File: src/rtl/irqc_pkg.sv
package irqc_pkg;
  localparam int SRC_N    = 5;
  localparam int EXT_N    = SRC_N - 1;
  localparam int IDX_W    = $clog2(SRC_N);
  localparam int VEC_W    = 16;
  localparam logic [VEC_W-1:0] VEC_BASE = 16'h0040;
  localparam int VEC_STEP = 8;
  localparam logic [15:0] ADDR_FLAG = 16'hFF0F;
  localparam logic [15:0] ADDR_EN   = 16'hFFFF;

  // Jump address of source index idx
  function automatic logic [VEC_W-1:0] vec_of(input int unsigned idx);
    return VEC_BASE + VEC_W'(idx * VEC_STEP);
  endfunction

  // Flag register read image: constant ones above the live bits
  function automatic logic [7:0] flag_image(input logic [SRC_N-1:0] f);
    return {{(8-SRC_N){1'b1}}, f};
  endfunction
endpackage

File: src/rtl/irqc_key_edge.sv
module irqc_key_edge #(
  parameter int KEY_N = 4
) (
  input  logic             clk,
  input  logic             rst_n,
  input  logic [KEY_N-1:0] key_lines,
  output logic             key_fall
);
  logic [KEY_N-1:0] prev_q;
  logic [KEY_N-1:0] fell;

  // Cleared at reset so a line held low through reset raises nothing
  always_ff @(posedge clk) begin
    if (!rst_n) prev_q <= '0;
    else        prev_q <= key_lines;
  end

  assign fell     = prev_q & ~key_lines;
  assign key_fall = |fell;
endmodule

File: src/rtl/irqc_flag_reg.sv
module irqc_flag_reg #(
  parameter int N = 5
) (
  input  logic         clk,
  input  logic         rst_n,
  input  logic [N-1:0] hw_set,
  input  logic         wr_en,
  input  logic [N-1:0] wr_val,
  input  logic [N-1:0] clr_mask,
  output logic [N-1:0] flags
);
  logic [N-1:0] flags_q, flags_d;

  // Order: bus write, then acknowledge clear, then hardware set (set wins)
  always_comb begin
    flags_d = flags_q;
    if (wr_en) flags_d = wr_val;
    flags_d = flags_d & ~clr_mask;
    flags_d = flags_d | hw_set;
  end

  always_ff @(posedge clk) begin
    if (!rst_n) flags_q <= '0;
    else        flags_q <= flags_d;
  end

  assign flags = flags_q;
endmodule

File: src/rtl/irqc_prio_enc.sv
module irqc_prio_enc
  import irqc_pkg::*;
#(
  parameter int N = SRC_N
) (
  input  logic [N-1:0]     pending,
  output logic             valid,
  output logic [N-1:0]     sel_onehot,
  output logic [VEC_W-1:0] vector
);
  localparam int IW = (N > 1) ? $clog2(N) : 1;

  logic [IW-1:0] sel_idx;

  // Scan downward so the lowest pending bit is the last one kept
  always_comb begin
    sel_idx = '0;
    valid   = 1'b0;
    for (int i = N - 1; i >= 0; i--) begin
      if (pending[i]) begin
        sel_idx = IW'(i);
        valid   = 1'b1;
      end
    end
  end

  assign sel_onehot = valid ? (N'(1) << sel_idx) : '0;
  assign vector     = valid ? vec_of(int'(sel_idx)) : '0;
endmodule

File: src/rtl/irqc_top.sv
module irqc_top
  import irqc_pkg::*;
#(
  parameter int KEY_N  = 4,
  parameter int ADDR_W = 16,
  parameter int DATA_W = 8
) (
  input  logic              clk,
  input  logic              rst_n,
  input  logic [EXT_N-1:0]  src_pulse,
  input  logic [KEY_N-1:0]  key_lines,
  input  logic [ADDR_W-1:0] bus_addr,
  input  logic              bus_wr,
  input  logic [DATA_W-1:0] bus_wdata,
  output logic [DATA_W-1:0] bus_rdata,
  input  logic              irq_ack,
  output logic              irq_req,
  output logic [VEC_W-1:0]  irq_vector
);
  logic              key_fall;
  logic [SRC_N-1:0]  hw_set;
  logic [SRC_N-1:0]  flags;
  logic [SRC_N-1:0]  pending;
  logic [SRC_N-1:0]  sel_onehot;
  logic [SRC_N-1:0]  ack_clr;
  logic              flag_wr;
  logic              en_wr;
  logic [DATA_W-1:0] en_q;

  assign flag_wr = bus_wr && (bus_addr == ADDR_W'(ADDR_FLAG));
  assign en_wr   = bus_wr && (bus_addr == ADDR_W'(ADDR_EN));

  irqc_key_edge #(.KEY_N(KEY_N)) u_key (
    .clk(clk), .rst_n(rst_n), .key_lines(key_lines), .key_fall(key_fall)
  );

  assign hw_set  = {key_fall, src_pulse};
  assign ack_clr = irq_ack ? sel_onehot : '0;

  irqc_flag_reg #(.N(SRC_N)) u_flags (
    .clk(clk), .rst_n(rst_n), .hw_set(hw_set), .wr_en(flag_wr),
    .wr_val(bus_wdata[SRC_N-1:0]), .clr_mask(ack_clr), .flags(flags)
  );

  always_ff @(posedge clk) begin
    if (!rst_n)     en_q <= '0;
    else if (en_wr) en_q <= bus_wdata;
  end

  assign pending = flags & en_q[SRC_N-1:0];

  irqc_prio_enc #(.N(SRC_N)) u_prio (
    .pending(pending), .valid(irq_req), .sel_onehot(sel_onehot), .vector(irq_vector)
  );

  always_comb begin
    if (bus_addr == ADDR_W'(ADDR_FLAG))    bus_rdata = DATA_W'(flag_image(flags));
    else if (bus_addr == ADDR_W'(ADDR_EN)) bus_rdata = en_q;
    else                                   bus_rdata = '0;
  end
endmodule

File: config.mk
export PLATFORM = sky130hd
export DESIGN_NAME = irqc_top
export DESIGN_NICKNAME = d
export VERILOG_FILES = /design/src/rtl/irqc_pkg.sv /design/src/rtl/irqc_key_edge.sv /design/src/rtl/irqc_flag_reg.sv /design/src/rtl/irqc_prio_enc.sv /design/src/rtl/irqc_top.sv
export SDC_FILE = /design/constraint.sdc
export NUM_CORES = 1
export LEC_CHECK = 0
export ABC_AREA = 0
export BUFFER_PORTS_ARGS = -buffer_cell sky130_fd_sc_hd__buf_2
export CORE_ASPECT_RATIO = 1.4
export CORE_MARGIN = 10
export CORE_UTILIZATION = 44
export CTS_CLUSTER_SIZE = 8
export DETAILED_ROUTE_END_ITERATION = 8
export PLACE_DENSITY = 0.79
export SLEW_MARGIN = 5
export SYNTH_ARGS = -nofsm -noshare
export SYNTH_HDL_FRONTEND = slang
export SYNTH_SLANG_ARGS = --single-unit
File: constraint.sdc
create_clock -name clk -period 2.2 [get_ports clk]
set_input_delay 0.44 -clock clk [delete_from_list [all_inputs] [get_ports clk]]
set_output_delay 0.44 -clock clk [all_outputs]
set_load 0.05 [all_outputs]
==> results of run 1 <==
==> through the flow <==
stage | hold slack (ns) | setup TNS, ns | util | setup WS (ns) | area [µm²]
2_1_floorplan | 0.456 | -0.265 | - | -0.0529 | 1170
3_3_place_gp | 0.466 | -1.51 | 0.574 | -0.201 | 1390
3_5_place_dp | 0.479 | -1.74 | 0.574 | -0.216 | 1390
4_1_cts | 0.360 | 0 | 0.605 | 0.0262 | 1460
5_1_grt | 0.351 | -0.0611 | 0.614 | -0.0173 | 1490
6_report | 0.366 | 0 | 0.614 | 0.0140 | 1490
==> power by group <==
group | internal, mW | switching, mW
Combinational | 0.0436 | 0.0856
Sequential | 0.321 | 0.0111
Clock | 0.0675 | 0.0956
Total | 0.432 | 0.192
==> cell usage after synthesis (2+ instances only) <==
library cell,count
a21boi_0,8
a21o_1,3
a21oi_1,2
a22o_1,5
a22oi_1,3
and2_1,5
and3_1,2
buf_4,13
clkbuf_1,3
clkbuf_8,2
dfxtp_1,17
inv_1,5
nand2_1,11
nand3_1,11
nand4_1,6
nor4_2,2
nor4_4,2
o2111ai_1,2
o211ai_1,2
o21ai_0,10
o22ai_1,2
o311ai_0,2
or4_4,2
==> worst paths after layout <==
check	to	slack, ns	depth (start not counted)
max	bus_rdata[4]	0.01	6
min	u_key.prev_q[0]	0.37	2
max reg2reg	u_flags.flags[3]	0.83	4
min reg2reg	en_q[5]	0.49	2
==> repair_timing <==
item,in CTS,in global routing
endpoints found under the hold margin,0,0
setup endpoints to repair,8,7
pin swaps,1,0
cloned,0,0
gates resized for setup,15,6
==> cell families after synthesis <==
family	Yosys count	synth area share
DFF	17	0.305
and+or+nand+nor	47	0.274
other	1	0.00336
AOI/OAI and AO/OA	43	0.278
buffers and inverters	23	0.139
==> per-layer routing <==
metal | share of wire | up-vias | track usage
met3 | 0.092 | 6 | 0.0492
met5 | 0 | - | 0
met1 | 0.36 | 530 | 0.130
met2 | 0.54 | 57 | 0.239
met4 | 0.0094 | 0 | 0.0426
li1 | - | 580 | -
==> layout make-up <==
type / instances / area [µm²]
Clock inverter: 1 / 5.00
Timing Repair Buffer: 58 / 380
Tap cell: 34 / 42.5
Sequential cell: 17 / 340
Fill cell: 229 / 932
Clock buffer: 3 / 22.5
Inverter: 5 / 18.8
Multi-Input combinational cell: 102 / 676
==> state kept, by name, indices dropped and copies added, names as in the netlist <==
signal / count
u_flags.flags: 5
u_key.prev_q: 4
en_q: 8
==> flow_summary.json, run 1 <==
{
  "cts_buffers": 3,
  "cts_tree": "built",
  "io_pins": 61,
  "grt_max_degree": 28,
  "critPathBufInv": 3,
  "holdBufCountCts": 0,
  "endpoint_kind": "output port",
  "io_buffers": 48,
  "synth_edf_count": 0,
  "syn_to_final_growth_pct": 33.2,
  "worstSetupPathType": "input pin to output port",
  "power_density_nw_per_um2": 420,
  "rsz0062_at_grt": "yes",
  "ir_drop_mv": 0.410,
  "ys_seq_elements": 17,
  "avgSynthCellArea_um2": 8.51,
  "hold_class": "input pin to register",
  "worst_setup_path_start_kind": "input pin",
  "fin_nets": 223,
  "cp_top_family": "simple AND/OR/NAND/NOR gates",
  "cts_sinks": 17,
  "fmax_mhz": 457,
  "stdcell_count": 220,
  "synth_flop_cell": "dfxtp_1",
  "max_cap_violations": 0,
  "layout_commonest_cell": "buf_2",
  "fin_total_pwr_uw": 624,
  "crit_chain": "buf_2 -> or4_4 -> nor4_4 -> buf_6 -> a22o_2 -> buf_8",
  "drtAntennaViolNets": 0,
  "fin_crit_ns": 2.19,
  "ys_seq_area_frac": 0.305,
  "h-tree-depth": 1,
  "clk_pin_slew_worst_paths_ns": 0.10,
  "cp_max_fo": 8,
  "antenna_found_initial": 0,
  "holdCritStartpoint": "key_lines[0]",
  "grt_pass1_vias": 1250,
  "place_hpwl_um": 2670,
  "p_leak_nw": 0.675,
  "yosys_warnings": 0,
  "hold_viol_final": 0,
  "route.detailed.drc": 0,
  "via_per_inst": 5.33,
  "synth_area_leaders": "dfxtp_1 (31%), buf_4 (8.8%), a21boi_0 (5.4%)",
  "r2r-start": "u_flags.flags[1]",
  "fin_skew_ns": 0.000623,
  "grt_pass1_wl_um": 5460,
  "crit_required_ns": 1.76,
  "clk_latency_ns": 0.28,
  "synth_top_area_cell": "dfxtp_1",
  "layout_common_cells": "buf_2 (40), dfxtp_1 (17), conb_1 (12)",
  "finalSetupViolCount": 0,
  "cts-root-buf": "clkbuf_4",
  "num_vias": 1173,
  "overflow": 0,
  "startpoint": "bus_addr[6]",
  "initial_core_util": 0.461,
  "yosys.area.top_type_share": 0.305,
  "syn_area_um2": 1110,
  "core_area_um2": 2420,
  "grt_usage": 0.129,
  "ys_async_sr_fraction": 0,
  "outcome": "finished, final reports clean",
  "syn_inst": 131,
  "first_pass_iters": 4,
  "layout-drive-gt1-share": 0.425,
  "cp_slowest_cell": "or4_4",
  "die-area_um2": 4980,
  "finalCritPeriodShare": 0.994,
  "cp.arrival_ns": 1.75,
  "antenna_cells": 0,
  "slowest_delay_ns": 0.55,
  "die_y_um": 79.6,
  "drv_slew": 0,
  "wl_um": 3320,
  "avgRoutedWirePerCell_um": 15.1,
  "fp-row-count": 21,
  "globalplace.congestion": 0.781,
  "netlist-cell-type-count": 34,
  "cts_setup_buffers": 0,
  "clockBufferDepth": 2,
  "dp.cells": 216,
  "drt_iter0_drc": 21,
  "die_w_um": 62.5
}
Note: power is estimated with default switching activity, not from simulation.
==> run 2, diff against run 1 <==
--- a/config.mk
+++ b/config.mk
@@ -16,4 +16,5 @@
 export SLEW_MARGIN = 5
 export SYNTH_ARGS = -nofsm -noshare
 export SYNTH_HDL_FRONTEND = slang
+export SYNTH_HIERARCHICAL = 1
 export SYNTH_SLANG_ARGS = --single-unit
==> run 2 against run 1 <==
  * Clock skew increased by 0.0023 ns
  * Sequential share of layout area increased by 0.92 points
  * Core utilization decreased by 3.0 points
  * Routed wire length decreased by 6.9%
  * Via count decreased by 10%
  * Sequential power about the same
  * Die area increased by 1.3%
  * Final area decreased by 3.9%
  * Worst setup slack improved by 0.011 ns
  * Non-clock buffer count decreased by 7
  * Largest power group unchanged
  * First-iteration DRC count decreased by 52%
==> flow_summary.json, run 2 <==
{
  "via_per_inst": 4.94,
  "cts-root-buf": "clkbuf_4",
  "h-tree-depth": 1,
  "ys_seq_area_frac": 0.300,
  "drt_iter0_drc": 10,
  "io_pins": 61,
  "cts_buffers": 3,
  "layout_common_cells": "buf_2 (40), dfxtp_1 (17), and2_1 (15)",
  "holdWs_ns": 0.352,
  "syn_to_final_growth_pct": 25.8,
  "grt_max_degree": 16,
  "die_y_um": 80.1,
  "finalCritPeriodShare": 0.989,
  "die_w_um": 62.9,
  "pre_cts_ws_ns": -0.0788,
  "largest_reg_flops": 8,
  "hold_class": "input pin to register",
  "yosys_warnings": 6,
  "power_density_nw_per_um2": 436,
  "grt_pass1_wl_um": 5050,
  "clk_latency_ns": 0.29,
  "fillers": 215,
  "ir_drop_mv": 0.363,
  "grt_usage": 0.119,
  "fp-row-count": 21,
  "avgSynthCellArea_um2": 8.66,
  "p_leak_nw": 0.680,
  "worstSetupPathType": "input pin to output port",
  "finalSetupViolCount": 0,
  "layout_commonest_cell": "buf_2",
  "endpoint_kind": "output port",
  "fin_skew_ns": 0.00289,
  "yosys.area.top_type_share": 0.300,
  "cts_tree": "built",
  "die-area_um2": 5040,
  "crit_required_ns": 1.76,
  "yosysMostFrequentCell": "dfxtp_1",
  "antenna_found_initial": 0,
  "first_pass_iters": 4,
  "setup_ws_ns": 0.0245,
  "outcome": "finished, final reports clean",
  "avgRoutedWirePerCell_um": 14.5,
  "cts_sinks": 17,
  "place_hpwl_um": 2620,
  "clk_pin_slew_worst_paths_ns": 0.10,
  "fin_crit_ns": 2.18,
  "netlist-cell-type-count": 32,
  "ys_async_sr_fraction": 0,
  "drtAntennaViolNets": 0,
  "final-seq-area_um2": 340,
  "cp.arrival_ns": 1.74,
  "syn_inst": 131,
  "layout-drive-gt1-share": 0.391,
  "fin_nets": 216,
  "max_cap_violations": 0,
  "clockBufferDepth": 2,
  "drv_slew": 0,
  "antenna_cells": 0,
  "initial_core_util": 0.464,
  "wl_um": 3090,
  "ys_seq_elements": 17,
  "rsz0062_at_grt": "yes",
  "route.detailed.drc": 0,
  "multi_input_area_um2": 691,
  "syn_area_um2": 1130,
  "overflow": 0,
  "cp_max_fo": 9,
  "synth_flop_cell": "dfxtp_1",
  "hold_viol_final": 0,
  "worst_setup_path_start_kind": "input pin",
  "top_register": "en_q",
  "synth_common_cells": "dfxtp_1 (17), and2_1 (15), buf_4 (13), o21ai_1 (13)",
  "synth_area_leaders": "dfxtp_1 (30%), buf_4 (8.6%), and2_1 (8.3%)",
  "core_area_um2": 2440,
  "globalplace.congestion": 0.788,
  "synth_edf_count": 0,
  "io_buffers": 48,
  "fmax_mhz": 460,
  "num_vias": 1052,
  "synth_top_area_cell": "dfxtp_1",
  "cts_setup_buffers": 0,
  "grt_pass1_vias": 1183
}
==> run 2: path summary, 6_finish.rpt <==
kind | endpoint | cells after the start | slack [ns] | from
max | bus_rdata[2] | 6 | 0.02 | bus_addr[4]
min | u_flags/flags[3] | 3 | 0.35 | src_pulse[3]
max reg2reg | u_flags/flags[4] | 6 | 0.89 | u_flags/flags[0]
min reg2reg | en_q[6] | 2 | 0.49 | en_q[6]
==> run 2: worst max-delay path, stage by stage <==
cell and delay [ns]:
buf_2 0.11, or4_4 0.53, nor4_4 0.16, buf_6 0.17, a22o_2 0.16, buf_6 0.15
==> run 2: routing by layer <==
layer,track usage,vias to the layer above,routed length [µm]
met2,0.222,44,1550
met4,0.0448,0,32
li1,-,532,-
met3,0.0583,4,299
met5,0,-,0
met1,0.110,472,1200
==> run 2: area by class of cell <==
| class | count | share of cell area |
|---|---|---|
| Tap cell | 34 | 0.0298 |
| Multi-Input combinational cell | 103 | 0.484 |
| Inverter | 4 | 0.0105 |
| Sequential cell | 17 | 0.238 |
| Clock buffer | 4 | 0.0184 |
| Timing Repair Buffer | 51 | 0.219 |
==> run 2: what timing repair did <==
item | 4_1_cts | 5_1_grt
gates cloned | 0 | 0
gates resized for setup | 7 | 11
setup endpoints to repair | 8 | 8
hold buffers | 0 | 0
endpoints found under the hold margin | 0 | 0
==> run 2: metrics by stage <==
stage               power [mW]  setup TNS (ns)   util  instance area, µm²  std cells
floorplan                0.430               0      -                1180        142
CTS                      0.625               0  0.571                1400        213
global route             0.650          -0.133  0.584                1430        213
global placement         0.455          -0.227  0.553                1350        209
detailed placement       0.459          -0.392  0.553                1350        209
finish                   0.622               0  0.584                1430        213
==> run 2: power breakdown <==
| part | internal, mW | leakage, nW | switching, mW | total, mW |
|---|---|---|---|---|
| clock network | 0.0705 | 0.0150 | 0.0984 | 0.169 |
| registers | 0.321 | 0.140 | 0.00867 | 0.329 |
| logic | 0.0383 | 0.525 | 0.0855 | 0.124 |
| total | 0.430 | 0.680 | 0.193 | 0.622 |
==> run 2: logic make-up (layout without fill, tap and decap cells) <==
kind of cell,count (synthesis),in the layout,synth area share
buffers and inverters,22,59,0.133
other,1,12,0.00330
AOI/OAI and AO/OA,31,31,0.169
DFF,17,17,0.300
muxes,5,5,0.0441
and+or+nand+nor,55,55,0.351
==> run 3, diff against run 2 <==
--- a/config.mk
+++ b/config.mk
@@ -5,14 +5,15 @@
 export SDC_FILE = /design/constraint.sdc
 export NUM_CORES = 1
 export LEC_CHECK = 0
-export ABC_AREA = 0
+export ABC_AREA = 1
 export BUFFER_PORTS_ARGS = -buffer_cell sky130_fd_sc_hd__buf_2
 export CORE_ASPECT_RATIO = 1.4
 export CORE_MARGIN = 10
-export CORE_UTILIZATION = 44
+export CORE_UTILIZATION = 46
 export CTS_CLUSTER_SIZE = 8
 export DETAILED_ROUTE_END_ITERATION = 8
 export PLACE_DENSITY = 0.79
+export SETUP_SLACK_MARGIN = 0.05
 export SLEW_MARGIN = 5
 export SYNTH_ARGS = -nofsm -noshare
 export SYNTH_HDL_FRONTEND = slang
==> run 3 against run 2 <==
  * Worst hold slack got worse by 0.016 ns
  * Sequential share of layout area down 1.7 points
  * Sequential power down 1%
  * Register-to-register slack improved by 0.15 ns
  * Flip-flop and latch count is the same
  * Largest power group unchanged
==> flow_summary.json, run 3 <==
{
  "yosys.area.top_type_share": 0.263,
  "fmax_mhz": 513,
  "cp_max_fo": 9,
  "antenna_found_initial": 0,
  "grt_pass1_vias": 1322,
  "synth_flop_cell": "dfxtp_1",
  "power_density_nw_per_um2": 407,
  "endpoint_kind": "output port",
  "fin_skew_ns": 0.00153,
  "cp_top_family": "simple AND/OR/NAND/NOR gates",
  "worst_setup_path_start_kind": "input pin",
  "io_buffers": 48,
  "synthSimpleGateAreaFrac": 0.362,
  "fillers": 321,
  "ys_seq_elements": 17,
  "crit_required_ns": 1.76,
  "h-tree-depth": 1,
  "grt_max_degree": 18,
  "globalplace.congestion": 0.825,
  "hold_class": "input pin to register",
  "synth_xor_area_frac": 0,
  "wl_met1_um": 1240,
  "layout_commonest_cell": "nand2_1",
  "first_pass_iters": 4,
  "antenna_cells": 0,
  "io_pins": 61,
  "syn_area_um2": 1300,
  "cts_buffers": 3,
  "fin_area_um2": 1540,
  "ys_async_sr_fraction": 0,
  "slowest_delay_ns": 0.33,
  "synth_top_family_by_area": "simple AND/OR/NAND/NOR gates",
  "syn_inst": 225,
  "synthMuxAreaShare": 0,
  "netlist-cell-type-count": 20,
  "fin_total_pwr_uw": 625,
  "initial_core_util": 0.485,
  "multi_input_area_um2": 634,
  "worstSetupPathType": "input pin to output port",
  "topRoutingLayerUsed": "met4",
  "synth_common_cells": "nand2_1 (66), inv_1 (57), nor2_1 (21)",
  "cts_tree": "built",
  "syn_to_final_growth_pct": 18.4,
  "synth_edf_count": 0,
  "max_cap_violations": 0,
  "hold_viol_final": 0,
  "finalSetupViolCount": 0,
  "fin_nets": 308,
  "clk_latency_ns": 0.29,
  "synth_compound_area_frac": 0.0907,
  "synthAdderAreaFrac": 0,
  "largest_reg_flops": 8,
  "layout_common_cells": "nand2_1 (66), inv_1 (57), buf_2 (48)",
  "cp_slowest_cell": "or2_4",
  "fp-row-count": 22,
  "die_w_um": 64.9,
  "ir_drop_mv": 0.358,
  "rsz0062_at_grt": "no",
  "wl_um": 2990,
  "route.detailed.drc": 0,
  "grt_usage": 0.114,
  "layout-drive-gt1-share": 0.258,
  "final-seq-area_um2": 340,
  "avgRoutedWirePerCell_um": 9.74,
  "cts_sinks": 17,
  "core_area_um2": 2670,
  "top_register": "en_q",
  "yosysMostFrequentCell": "nand2_1",
  "num_vias": 1278,
  "wl_met3_um": 206,
  "clk_pin_slew_worst_paths_ns": 0.09,
  "placed_area_um2": 1490,
  "outcome": "finished, final reports clean",
  "place_hpwl_um": 2530,
  "die-area_um2": 5370,
  "via_per_inst": 4.16,
  "fin_crit_ns": 1.95,
  "met2WireLength_um": 1510,
  "yosys_warnings": 6,
  "drv_slew": 0,
  "cp.arrival_ns": 1.51,
  "die_y_um": 82.8,
  "critPathBufInv": 2,
  "finalSetupTns_ns": 0,
  "ys_seq_area_frac": 0.263,
  "drtAntennaViolNets": 0,
  "crit_chain": "buf_2 -> nand2_1 -> nor2_1 -> nand2_1 -> or2_4 -> o21ai_2 -> buf_2",
  "synth_area_leaders": "dfxtp_1 (26%), nand2_1 (19%), inv_1 (17%)",
  "avgSynthCellArea_um2": 5.76,
  "overflow": 0,
  "drt_iter0_drc": 36,
  "finalCritPeriodShare": 0.886,
  "grt_pass1_wl_um": 5240,
  "p_leak_nw": 0.984,
  "synth_top_area_cell": "dfxtp_1",
  "clockBufferDepth": 2,
  "cts-root-buf": "clkbuf_4"
}
-- run 3: cell types whose count changed after synthesis, moves of 9 or more --
cell,previous run,this run
inv_1,4,57
and2_1,15,0
o21ai_1,13,0
nor2_1,1,21
nand2b_1,9,0
nand2_1,5,66
-- run 3: cell type report --
class | count | area share
clock buffers | 4 | 0.0171
inverters | 59 | 0.144
multi-input cells | 141 | 0.413
flip-flops and latches | 17 | 0.222
well taps | 36 | 0.0293
repair buffers | 50 | 0.174
-- run 3: stage by stage --
stage / util / worst slack [ns] / hold slack (ns) / std cells
after floorplan: - / 0.281 / 0.452 / 236
after global placement: 0.557 / 0.117 / 0.463 / 302
after detailed placement: 0.557 / 0.104 / 0.476 / 302
after CTS: 0.567 / 0.105 / 0.327 / 306
after global routing: 0.575 / 0.142 / 0.354 / 307
final: 0.575 / 0.251 / 0.337 / 307
-- run 3: cell families after synthesis --
family          count (synthesis)
simple gates                  110
buf+inv                        78
compound gates                 19
flops                          17
other cells                     1
-- run 3: report_power, final --
group | internal (mW) | switching (mW) | leakage, nW
clock | 0.0705 | 0.0955 | 0.0150
sequential | 0.319 | 0.00649 | 0.140
combinational | 0.0409 | 0.0931 | 0.829
-- run 3: final timing paths --
| kind | startpoint | end | slack, ns | cells after the start |
|---|---|---|---|---|
| max | bus_addr[14] | bus_rdata[0] | 0.25 | 7 |
| min | key_lines[2] | u_key/prev_q[2] | 0.34 | 3 |
| max reg2reg | u_flags/flags[3] | u_flags/flags[4] | 1.04 | 10 |
| min reg2reg | en_q[6] | en_q[6] | 0.49 | 2 |
-- run 3: worst min-delay path, stage by stage --
cell     delay, ns
buf_2         0.09
nand2_1       0.04
inv_1         0.04
-- run 3: layer usage --
metal | track usage | vias up
met3 | 0.0269 | 4
met1 | 0.114 | 521
met2 | 0.211 | 38
li1 | - | 715
met4 | 0.0506 | 0
met5 | 0 | -
-- run 3: repair_timing --
| action | 4_1_cts | 5_1_grt |
|---|---|---|
| buffers inserted | 0 | 1 |
| gates resized for setup | 0 | 1 |
| hold endpoints to repair | 0 | 0 |
| endpoints found under the setup margin | 0 | 5 |
| hold buffers | 0 | 0 |
